## src/rtl/nid_pkg.sv

```systemverilog
// Package: shared constants and the decoded-code record for the NAND
// geometry probe. Assumes an 8-bit device bus.
package nid_pkg;
    localparam int DQ_W = 8;
    localparam logic [DQ_W-1:0] CMD_IDENTIFY = 8'h90;
    localparam logic [DQ_W-1:0] ADDR_FIRST   = 8'h00;
    localparam int BLK_SHIFT = 9;

    typedef struct packed {
        logic       hit;       // code found in table
        logic       big_page;  // 1: 512-byte pages, 0: 256-byte pages
        logic [5:0] ppb;       // pages per block
        logic [3:0] blk_mult;  // block count >> BLK_SHIFT
    } geo_code_t;
endpackage

```

## src/rtl/nid_bus_cycle.sv

```systemverilog
// Module: runs one byte transfer on the device bus. A write drives the byte
// with the write strobe low for SETUP_CYC cycles and keeps it driven for
// HOLD_CYC cycles after the strobe rises. A read holds the read strobe low
// for SETUP_CYC cycles and samples in the last of them.
// Assumes: go is raised only while idle_o is high; SETUP_CYC, HOLD_CYC >= 1.
module nid_bus_cycle
    import nid_pkg::*;
#(
    parameter int SETUP_CYC = 2,
    parameter int HOLD_CYC  = 1
) (
    input  logic            clk,
    input  logic            rst_n,
    input  logic            go,
    input  logic            is_read,
    input  logic [DQ_W-1:0] wdata,
    input  logic [DQ_W-1:0] dq_i,
    output logic            we_n,
    output logic            re_n,
    output logic            dq_oe,
    output logic [DQ_W-1:0] dq_o,
    output logic [DQ_W-1:0] rdata,
    output logic            fin,
    output logic            idle_o
);
    localparam int MAXC  = (SETUP_CYC > HOLD_CYC) ? SETUP_CYC : HOLD_CYC;
    localparam int CNT_W = $clog2(MAXC + 1);
    localparam logic [CNT_W-1:0] ACT_LAST = CNT_W'(SETUP_CYC - 1);
    localparam logic [CNT_W-1:0] REC_LAST = CNT_W'(HOLD_CYC - 1);

    typedef enum logic [1:0] {PH_IDLE, PH_ACT, PH_REC} phase_t;

    phase_t           phase;
    logic [CNT_W-1:0] cnt;
    logic             rd_mode;
    logic [DQ_W-1:0]  wbyte;

    // Phase sequencing, cycle counting and read capture.
    always_ff @(posedge clk) begin
        if (!rst_n) begin
            phase   <= PH_IDLE;
            cnt     <= '0;
            rd_mode <= 1'b0;
            wbyte   <= '0;
            rdata   <= '0;
        end else begin
            case (phase)
                PH_IDLE: if (go) begin
                    phase   <= PH_ACT;
                    cnt     <= '0;
                    rd_mode <= is_read;
                    wbyte   <= wdata;
                end
                PH_ACT: if (cnt == ACT_LAST) begin
                    phase <= PH_REC;
                    cnt   <= '0;
                    if (rd_mode) rdata <= dq_i;
                end else begin
                    cnt <= cnt + 1'b1;
                end
                PH_REC: if (cnt == REC_LAST) begin
                    phase <= PH_IDLE;
                    cnt   <= '0;
                end else begin
                    cnt <= cnt + 1'b1;
                end
                default: phase <= PH_IDLE;
            endcase
        end
    end

    // Pin and handshake decode from the current phase.
    always_comb begin
        we_n   = !(phase == PH_ACT && !rd_mode);
        re_n   = !(phase == PH_ACT &&  rd_mode);
        dq_oe  = (phase != PH_IDLE) && !rd_mode;
        dq_o   = wbyte;
        fin    = (phase == PH_REC) && (cnt == REC_LAST);
        idle_o = (phase == PH_IDLE);
    end


    strobe_excl_chk: assert property (@(posedge clk) disable iff (!rst_n)
        !(!we_n && !re_n));

    wdata_hold_chk: assert property (@(posedge clk) disable iff (!rst_n)
        (dq_oe && $past(dq_oe)) |-> $stable(dq_o));

    go_when_idle_chk: assert property (@(posedge clk) disable iff (!rst_n)
        go |-> idle_o);
endmodule

```

## src/rtl/nid_code_lookup.sv

```systemverilog
// Module: combinational match of a device code against the seven supported
// parts. Assumes the caller zeroes outputs itself on a miss.
module nid_code_lookup
    import nid_pkg::*;
(
    input  logic [DQ_W-1:0] code,
    output geo_code_t       geo
);
    // Table match: page class, pages per block, block multiplier.
    always_comb begin
        geo = '{hit: 1'b1, big_page: 1'b1, ppb: 6'd16, blk_mult: 4'd1};
        case (code)
            8'hEA: geo.big_page = 1'b0;
            8'hE3, 8'hE5: ;
            8'hE6: geo.blk_mult = 4'd2;
            8'h73: begin geo.ppb = 6'd32; geo.blk_mult = 4'd2; end
            8'h75: begin geo.ppb = 6'd32; geo.blk_mult = 4'd4; end
            8'h76: begin geo.ppb = 6'd32; geo.blk_mult = 4'd8; end
            default: geo = '0;
        endcase
    end
endmodule

```

## src/rtl/nand_id_probe.sv

```systemverilog
// Module: top of the NAND geometry probe. It sequences the command byte, the
// address byte and two reads, decodes the second byte and holds the result.
// Assumes one device on one chip enable and a one-cycle start pulse.
module nand_id_probe
    import nid_pkg::*;
#(
    parameter int SETUP_CYC = 2,
    parameter int HOLD_CYC  = 1
) (
    input  logic        clk,
    input  logic        rst_n,
    input  logic        start_i,
    output logic        ce_n_o,
    output logic        cle_o,
    output logic        ale_o,
    output logic        we_n_o,
    output logic        re_n_o,
    output logic [7:0]  dq_o,
    output logic        dq_oe_o,
    input  logic [7:0]  dq_i,
    output logic        busy_o,
    output logic        done_o,
    output logic        geo_valid_o,
    output logic        id_err_o,
    output logic [9:0]  page_bytes_o,
    output logic [5:0]  pages_per_blk_o,
    output logic [12:0] blk_count_o
);
    typedef enum logic [2:0] {ST_IDLE, ST_CMD, ST_ADR, ST_RD_MK, ST_RD_DEV} st_t;

    st_t             state;
    logic            issued;
    logic            go, is_read, fin, unit_idle;
    logic [DQ_W-1:0] wdata, rbyte;
    geo_code_t       geo;

    // Byte launch control for the current step.
    always_comb begin
        go      = (state != ST_IDLE) && !issued;
        is_read = (state == ST_RD_MK) || (state == ST_RD_DEV);
        wdata   = (state == ST_CMD) ? CMD_IDENTIFY : ADDR_FIRST;
    end

    nid_bus_cycle #(.SETUP_CYC(SETUP_CYC), .HOLD_CYC(HOLD_CYC)) u_cycle (
        .clk(clk), .rst_n(rst_n), .go(go), .is_read(is_read), .wdata(wdata),
        .dq_i(dq_i), .we_n(we_n_o), .re_n(re_n_o), .dq_oe(dq_oe_o),
        .dq_o(dq_o), .rdata(rbyte), .fin(fin), .idle_o(unit_idle)
    );

    nid_code_lookup u_lookup (.code(rbyte), .geo(geo));

    // Probe sequencing and result registers.
    always_ff @(posedge clk) begin
        if (!rst_n) begin
            state           <= ST_IDLE;
            issued          <= 1'b0;
            done_o          <= 1'b0;
            geo_valid_o     <= 1'b0;
            id_err_o        <= 1'b0;
            page_bytes_o    <= '0;
            pages_per_blk_o <= '0;
            blk_count_o     <= '0;
        end else begin
            done_o <= 1'b0;
            if (state == ST_IDLE) begin
                if (start_i) begin
                    state       <= ST_CMD;
                    issued      <= 1'b0;
                    geo_valid_o <= 1'b0;
                    id_err_o    <= 1'b0;
                end
            end else if (fin) begin
                issued <= 1'b0;
                case (state)
                    ST_CMD:   state <= ST_ADR;
                    ST_ADR:   state <= ST_RD_MK;
                    ST_RD_MK: state <= ST_RD_DEV;
                    default: begin
                        state           <= ST_IDLE;
                        done_o          <= 1'b1;
                        geo_valid_o     <= geo.hit;
                        id_err_o        <= !geo.hit;
                        page_bytes_o    <= !geo.hit ? 10'd0 : (geo.big_page ? 10'd512 : 10'd256);
                        pages_per_blk_o <= geo.ppb;
                        blk_count_o     <= 13'(geo.blk_mult) << BLK_SHIFT;
                    end
                endcase
            end else if (go) begin
                issued <= 1'b1;
            end
        end
    end

    // Chip-side control levels follow the step.
    always_comb begin
        ce_n_o = (state == ST_IDLE);
        cle_o  = (state == ST_CMD);
        ale_o  = (state == ST_ADR);
        busy_o = (state != ST_IDLE);
    end


    latch_excl_chk: assert property (@(posedge clk) disable iff (!rst_n)
        !(cle_o && ale_o));

    done_deselect_chk: assert property (@(posedge clk) disable iff (!rst_n)
        done_o |-> (ce_n_o && !busy_o));

    flag_excl_chk: assert property (@(posedge clk) disable iff (!rst_n)
        !(geo_valid_o && id_err_o));

    valid_keep_chk: assert property (@(posedge clk) disable iff (!rst_n)
        (geo_valid_o && !start_i) |=> geo_valid_o);

    done_after_read_chk: assert property (@(posedge clk) disable iff (!rst_n)
        done_o |-> $past(busy_o));
endmodule

```

## config.mk

```make
export PLATFORM = sky130hd
export DESIGN_NAME = nand_id_probe
export DESIGN_NICKNAME = d
export VERILOG_FILES = /design/src/rtl/nid_pkg.sv /design/src/rtl/nid_bus_cycle.sv /design/src/rtl/nid_code_lookup.sv /design/src/rtl/nand_id_probe.sv
export SDC_FILE = /design/constraint.sdc
export NUM_CORES = 1
export LEC_CHECK = 0
export ABC_AREA = 1
export BUFFER_PORTS_ARGS = -buffer_cell sky130_fd_sc_hd__buf_2
export CAP_MARGIN = 20
export CORE_MARGIN = 2
export CORE_UTILIZATION = 49
export CTS_CLUSTER_DIAMETER = 200
export DETAILED_ROUTE_END_ITERATION = 8
export GPL_TIMING_DRIVEN = 0
export PLACE_DENSITY = 0.9
export SLEW_MARGIN = 10
export SYNTH_ARGS = -nofsm -noshare
export SYNTH_HDL_FRONTEND = slang
export SYNTH_SLANG_ARGS = --single-unit
```

## constraint.sdc

```tcl
create_clock -name clk -period 1.65 [get_ports clk]
set_input_delay 0.165 -clock clk [delete_from_list [all_inputs] [get_ports clk]]
set_output_delay 0.165 -clock clk [all_outputs]
set_load 0.01 [all_outputs]
```

==> results of run 1 <==
## per-stage QoR
stage          std cells  hold WS (ps)    util  power, mW
2_1_floorplan        246         309.4       -      1.511
3_3_place_gp         320         434.8  0.6250      1.712
3_5_place_dp         320         441.7  0.6250      1.746
4_1_cts              327         102.4  0.6427      2.176
5_1_grt              327         117.1  0.6427      2.322
6_report             327         111.8  0.6427      2.162
## worst paths after layout
path	to	startpoint
setup / recovery	u_cycle.rdata[3]	u_cycle.phase[1]
hold / removal	u_cycle.rdata[7]	dq_i[7]
setup reg to reg	u_cycle.rdata[3]	u_cycle.phase[1]
hold reg to reg	u_cycle.rdata[5]	u_cycle.rdata[5]
## per-layer routing
| metal | wire [um] | GRT usage |
|---|---|---|
| met1 | 1336 | 0.2000 |
| met2 | 1694 | 0.3368 |
| met3 | 193 | 0.06418 |
| met4 | 51 | 0.07903 |
| met5 | 0 | 0 |
## area by class of cell
| type | count | area share |
|---|---|---|
| buffer | 32 | 0.1173 |
| clock buffer | 7 | 0.02760 |
| inverter | 30 | 0.05709 |
| multi-input combinational | 155 | 0.4040 |
| sequential | 29 | 0.2911 |
| tap | 44 | 0.02760 |
| timing repair buffer | 30 | 0.07528 |
## state kept, by name, summed over array words and instances, names as in the netlist
signal	count
u_cycle.rdata	8
blk_count_o	4
state	3
page_bytes_o	2
pages_per_blk_o	2
u_cycle.cnt	2
u_cycle.phase	2
done_o	1
geo_valid_o	1
id_err_o	1
issued	1
u_cycle.dq_o	1
u_cycle.rd_mode	1
## power breakdown
group          total (mW)  internal (mW)  switching (mW)
clock network       0.431          0.201           0.230
registers           0.865          0.789          0.0762
logic               0.866          0.336           0.530
## cell usage in the layout (no fill, tap or decap), types with 2 or more instances in the layout
master and n:
clkbuf_1 3, conb_1 27, buf_4 28, nor2_1 15
buf_2 31, nand2_1 33, inv_2 4, o21ai_0 20
dfxtp_1 29, nor2_4 2, a21oi_1 18, ha_1 6
nand2_2 4, nor3_1 3, nor2_2 2, o21ai_2 2
inv_1 25, nand3_1 8, clkbuf_4 5, o211ai_1 2
nand2_4 2
## worst max-delay path, stage by stage (launching register included)
cell and delay (ps):
dfxtp_1 340, inv_1 90, ha_1 270, nand3_1 240, buf_2 250, o21ai_0 150, a21oi_1 50
## cells by family (layout without fill, tap and decap cells)
group                      after synthesis  count (layout)
and+or+nand+nor                         72              72
buffers and inverters                   62              99
AOI/OAI and AO/OA                       50              50
DFF                                     29              29
adders and majority gates                6               6
other                                    1              27
==> results.cfg, run 1 <==
[drt]
num_vias = 1455
drt_wl_total_um = 3274
wire_per_inst_um = 10.01
via_per_inst = 4.450
first_pass_iters = 5
drc = 0
drtIter0Drc = 48
ant_nets = 0

[setup_path]
crit_type = reg2reg
crit_arrival_ps = 1710
setup.worst_path.end_class = flop
r2r_cells = 6
worstPathMaxFanout = 10
start_kind = flop
reg2reg_slack_ps = 160
required_ps = 1870

[timing]
finalClockSkew_ps = 6.410
hold_viol_final = 0
setup_slack_ps = 160.7
fmax_mhz = 671.5
finalSetupTns_ps = 0
slew_viol_final = 0
min_period_over_period = 0.9026
fin_crit_ps = 1489
rsz0062_at_grt = false
setup_viol = 0

[global_route]
grt_first_pass_wirelength_um = 5133
grt.overflow.total = 0
grt_use_total = 0.1878
grt_pass1_vias = 1253
grt_max_degree = 11
antenna_found_initial = 0

[power_and_ir_drop]
leakage_nw = 1.014
powerDensity_nw_per_um2 = 1084
max-vdd-ir-drop_mv = 0.6022

[placed_design]
dp_slack_ps = 219.1
portBuffers = 30
gp_congestion = 0.8428
dpl_cell_area_um2 = 1939
detailedPlacementHpwl_um = 2608

[synth]
yosysMostFrequentCell = nand2_1
synth_xor_area_frac = 0
synth_simple_gate_area_frac = 0.2110
synth_area_leaders = dfxtp_1 (35%), buf_4 (13%), nand2_1 (7.6%), o21ai_0 (6.1%), inv_1 (5.7%)
synth_area_um2 = 1637
syn_inst = 220
ys.flop_type = dfxtp_1
synthArstFlopShare = 0
synth_top_family_by_area = buffers and inverters
ys_warn_count = 0
synth.distinct_cells = 33
synth_top_area_share = 0.3547
synth_commonest_cells = nand2_1 (33), dfxtp_1 (29), buf_4 (28)
synth_mux_area_frac = 0
ys_seq_area_frac = 0.3547
ys_ff_latch = 29
synthAdderAreaFrac = 0.04587
synth_edf_count = 0
syn_avg_cell_area_um2 = 7.439
synth_top_area_cell = dfxtp_1
synth_compound_area_frac = 0.1735

[clock_tree]
htree_levels = 2
clk-insertion-delay-late_ps = 330
cts_max_path_buffers = 2
cts.clk_slew.worst_paths_ps = 90
clock-sinks = 29
post-cts-setup-buffers = 0
cts_resized = 0
cts_root_buffer = clkbuf_4
cts_hold_buf = 0
cts_tree = built
cts_buffers = 5

[layout]
antenna_cells = 0
fillers = 291
final_layout_size_suffix_gt1_frac = 0.3039
syn2layout_area_growth_pct = 21.87
multiInputGateArea_um2 = 805.8
fin_area_um2 = 1994
nets = 300
ff_latch_area_um2 = 580.6

[die]
boundaryPins = 58
die_area_um2 = 3818
die_y_um = 61.79
core_um2 = 3103
die_x_um = 61.79
num_rows = 20
initial_utilization = 0.5274

[outcome]
status = finished, final reports clean

[worst_hold_path]
holdPathStages = 3
hp-class = in2reg

[job]
drv_cap = 0
Power figures use the tool's default switching activity.
==> inputs of run 2 (changes only) <==
--- a/config.mk
+++ b/config.mk
@@ -5,11 +5,10 @@
 export SDC_FILE = /design/constraint.sdc
 export NUM_CORES = 1
 export LEC_CHECK = 0
-export ABC_AREA = 1
 export BUFFER_PORTS_ARGS = -buffer_cell sky130_fd_sc_hd__buf_2
 export CAP_MARGIN = 20
 export CORE_MARGIN = 2
-export CORE_UTILIZATION = 49
+export CORE_UTILIZATION = 50
 export CTS_CLUSTER_DIAMETER = 200
 export DETAILED_ROUTE_END_ITERATION = 8
 export GPL_TIMING_DRIVEN = 0
==> run 2 against run 1 <==
  * Core utilization is 1.4 points lower
  * Sequential share of layout area decreased by 1.4 points
  * Total power shrank 25%
  * Largest power group is now registers
  * Final cell count shrank 6.7%
==> results.cfg, run 2 <==
[drt]
num_vias = 1395
first_pass_iters = 4
drc = 0
wl_met2_um = 1554
met3WireLength_um = 185
drtIter0Drc = 38
drt-met1-wl_um = 1379
ant_nets = 0
wire_per_inst_um = 10.38
drt_wl_total_um = 3167
maxUsedRoutingLayer = met4
via_per_inst = 4.574

[layout]
nets = 276
largest_register_ffs = 8
reg_top3 = u_cycle.rdata: 8 flops, blk_count_o: 4 flops, state: 3 flops
antenna_cells = 0
mostFrequentLayoutCells = buf_4 (30), dfxtp_1 (29), buf_2 (29), conb_1 (27), nor2b_1 (20)
layout_commonest_cell = buf_4
syn2layout_area_growth_pct = 21.36
top_register = u_cycle.rdata
final_layout_size_suffix_gt1_frac = 0.3012

[synth]
ys_ff_latch = 29
yosysMostFrequentCell = buf_4
ys.flop_type = dfxtp_1
synth_top_area_cell = dfxtp_1
synth_area_leaders = dfxtp_1 (34%), buf_4 (13%), nor2b_1 (7.2%), mux2i_1 (6.4%), ha_1 (4.3%)
ys_warn_count = 0
synthArstFlopShare = 0
synth_area_um2 = 1728
synth_commonest_cells = buf_4 (30), dfxtp_1 (29), nor2b_1 (20)
synth_edf_count = 0
syn_avg_cell_area_um2 = 8.771
ys_seq_area_frac = 0.3360
synth_top_area_share = 0.3360
synth.distinct_cells = 44
syn_inst = 197

[setup_path]
crit_type = reg2out
critical-path-max-stage-delay_ps = 380
critPathSlowestCell = dfxtp_1
required_ps = 1480
crit_chain = inv_1 > ha_1 > nor2_1 > buf_2
path_depth = 4
start_kind = flop
r2r_cells = 6
crit_arrival_ps = 1340
setup.worst_path.end_class = output pin
path_buf_inv = 2
critPathTopFamily = flip-flops
worstPathMaxFanout = 8

[placed_design]
gp_congestion = 0.8084
portBuffers = 29
detailedPlacementHpwl_um = 2490

[die]
boundaryPins = 58
die_x_um = 62.79
die_y_um = 62.79
initial_utilization = 0.5178
num_rows = 21
core_um2 = 3337
die_area_um2 = 3942

[timing]
slew_viol_final = 0
fin_crit_ps = 1507
hold_viol_final = 0
fmax_mhz = 663.6
finalSetupTns_ps = 0
min_period_over_period = 0.9133
setup_viol = 0
finalClockSkew_ps = 15.58
hold_ws_ps = 100.9

[clock_tree]
cts_tree = built
clk-insertion-delay-late_ps = 330
clock-sinks = 29
cts_root_buffer = clkbuf_4
cts_buffers = 5
cts.clk_slew.worst_paths_ps = 100
cts_max_path_buffers = 2
post-cts-setup-buffers = 0
htree_levels = 2

[global_route]
antenna_found_initial = 0
grt_pass1_vias = 1177
grt.overflow.total = 0
grt_max_degree = 11
grt_use_total = 0.1630
grt_first_pass_wirelength_um = 5050

[power_and_ir_drop]
leakage_nw = 1.001
powerDensity_nw_per_um2 = 774.6
max-vdd-ir-drop_mv = 0.5510

[job]
drv_cap = 0

[outcome]
status = finished, final reports clean

[worst_hold_path]
hp-class = in2reg
holdPathStages = 3
run 2: changes by cell type after synthesis, sizes merged, moves of 5 or more:
cell | previous run | this run
nand2 | 39 | 14
nor2b | 0 | 20
inv | 29 | 10
o21ai | 23 | 8
a21oi | 18 | 7
mux2i | 0 | 11
nor2 | 19 | 9
a21boi | 0 | 5
nand3 | 9 | 4
run 2: logic make-up (layout without fill, tap and decap cells):
| group | Yosys count | after routing | share of synthesized area |
|---|---|---|---|
| muxes | 11 | 11 | 0.06372 |
| DFF | 29 | 29 | 0.3360 |
| other | 1 | 27 | 0.002170 |
| and+or+nand+nor | 68 | 68 | 0.2281 |
| xor gates and xnor gates | 1 | 1 | 0.005070 |
| adders and majority gates | 6 | 6 | 0.04345 |
| AOI/OAI and AO/OA | 35 | 35 | 0.1426 |
| buffers and inverters | 46 | 82 | 0.1789 |
run 2: through the flow:
| step | instances | power, mW | utilization | area (um^2) | setup WS, ps |
|---|---|---|---|---|---|
| global route | 305 | 1.716 | 0.6284 | 2097 | -6.292 |
| finish | 305 | 1.624 | 0.6284 | 2097 | 143.0 |
| floorplan | 223 | 1.108 | - | 1826 | 230.6 |
| detailed placement | 298 | 1.204 | 0.6078 | 2028 | 26.11 |
| global placement | 298 | 1.190 | 0.6078 | 2028 | 56.01 |
| CTS | 305 | 1.628 | 0.6243 | 2083 | 1.003 |
run 2: where the power goes:
| group | leakage (nW) | switching [mW] | internal [mW] | total (mW) |
|---|---|---|---|---|
| combinational | 0.736 | 0.243 | 0.208 | 0.450 |
| clock | 0.0314 | 0.231 | 0.201 | 0.432 |
| sequential | 0.234 | 0.0184 | 0.723 | 0.742 |
run 2: layer usage:
| layer | vias to the layer above | global-route usage |
|---|---|---|
| li1 | 739 | - |
| met1 | 607 | 0.1869 |
| met2 | 43 | 0.2849 |
| met3 | 6 | 0.04505 |
| met4 | 0 | 0.06667 |
| met5 | - | 0 |
run 2: worst min-delay path, delay by kind of cell:
family,cells,cell delay [ps]
muxes,1,50
and+or+nand+nor,1,90
buffers and inverters,1,80
run 2: timing repair:
| action | in CTS | in global routing |
|---|---|---|
| endpoints found under the setup margin | 0 | 11 |
| resized for setup | 0 | 3 |
| hold buffers | 0 | 0 |
run 2: cell type report:
| cell class | instances | area [um^2] |
|---|---|---|
| repair buffers | 29 | 145.1 |
| well taps | 46 | 57.56 |
| fillers | 312 | 1240 |
| flip-flops and latches | 29 | 580.6 |
| multi-input cells | 148 | 949.7 |
| clock buffers | 7 | 55.05 |
| inverters | 10 | 37.54 |
| plain buffers | 36 | 271.5 |
run 2: worst paths after layout:
path | start | endpoint | slack [ps]
setup / recovery | u_cycle.phase[0] | dq_oe_o | 140
hold / removal | dq_i[1] | u_cycle.rdata[1] | 100
setup reg to reg | u_cycle.cnt[0] | blk_count_o[11] | 140
hold reg to reg | pages_per_blk_o[4] | pages_per_blk_o[4] | 460
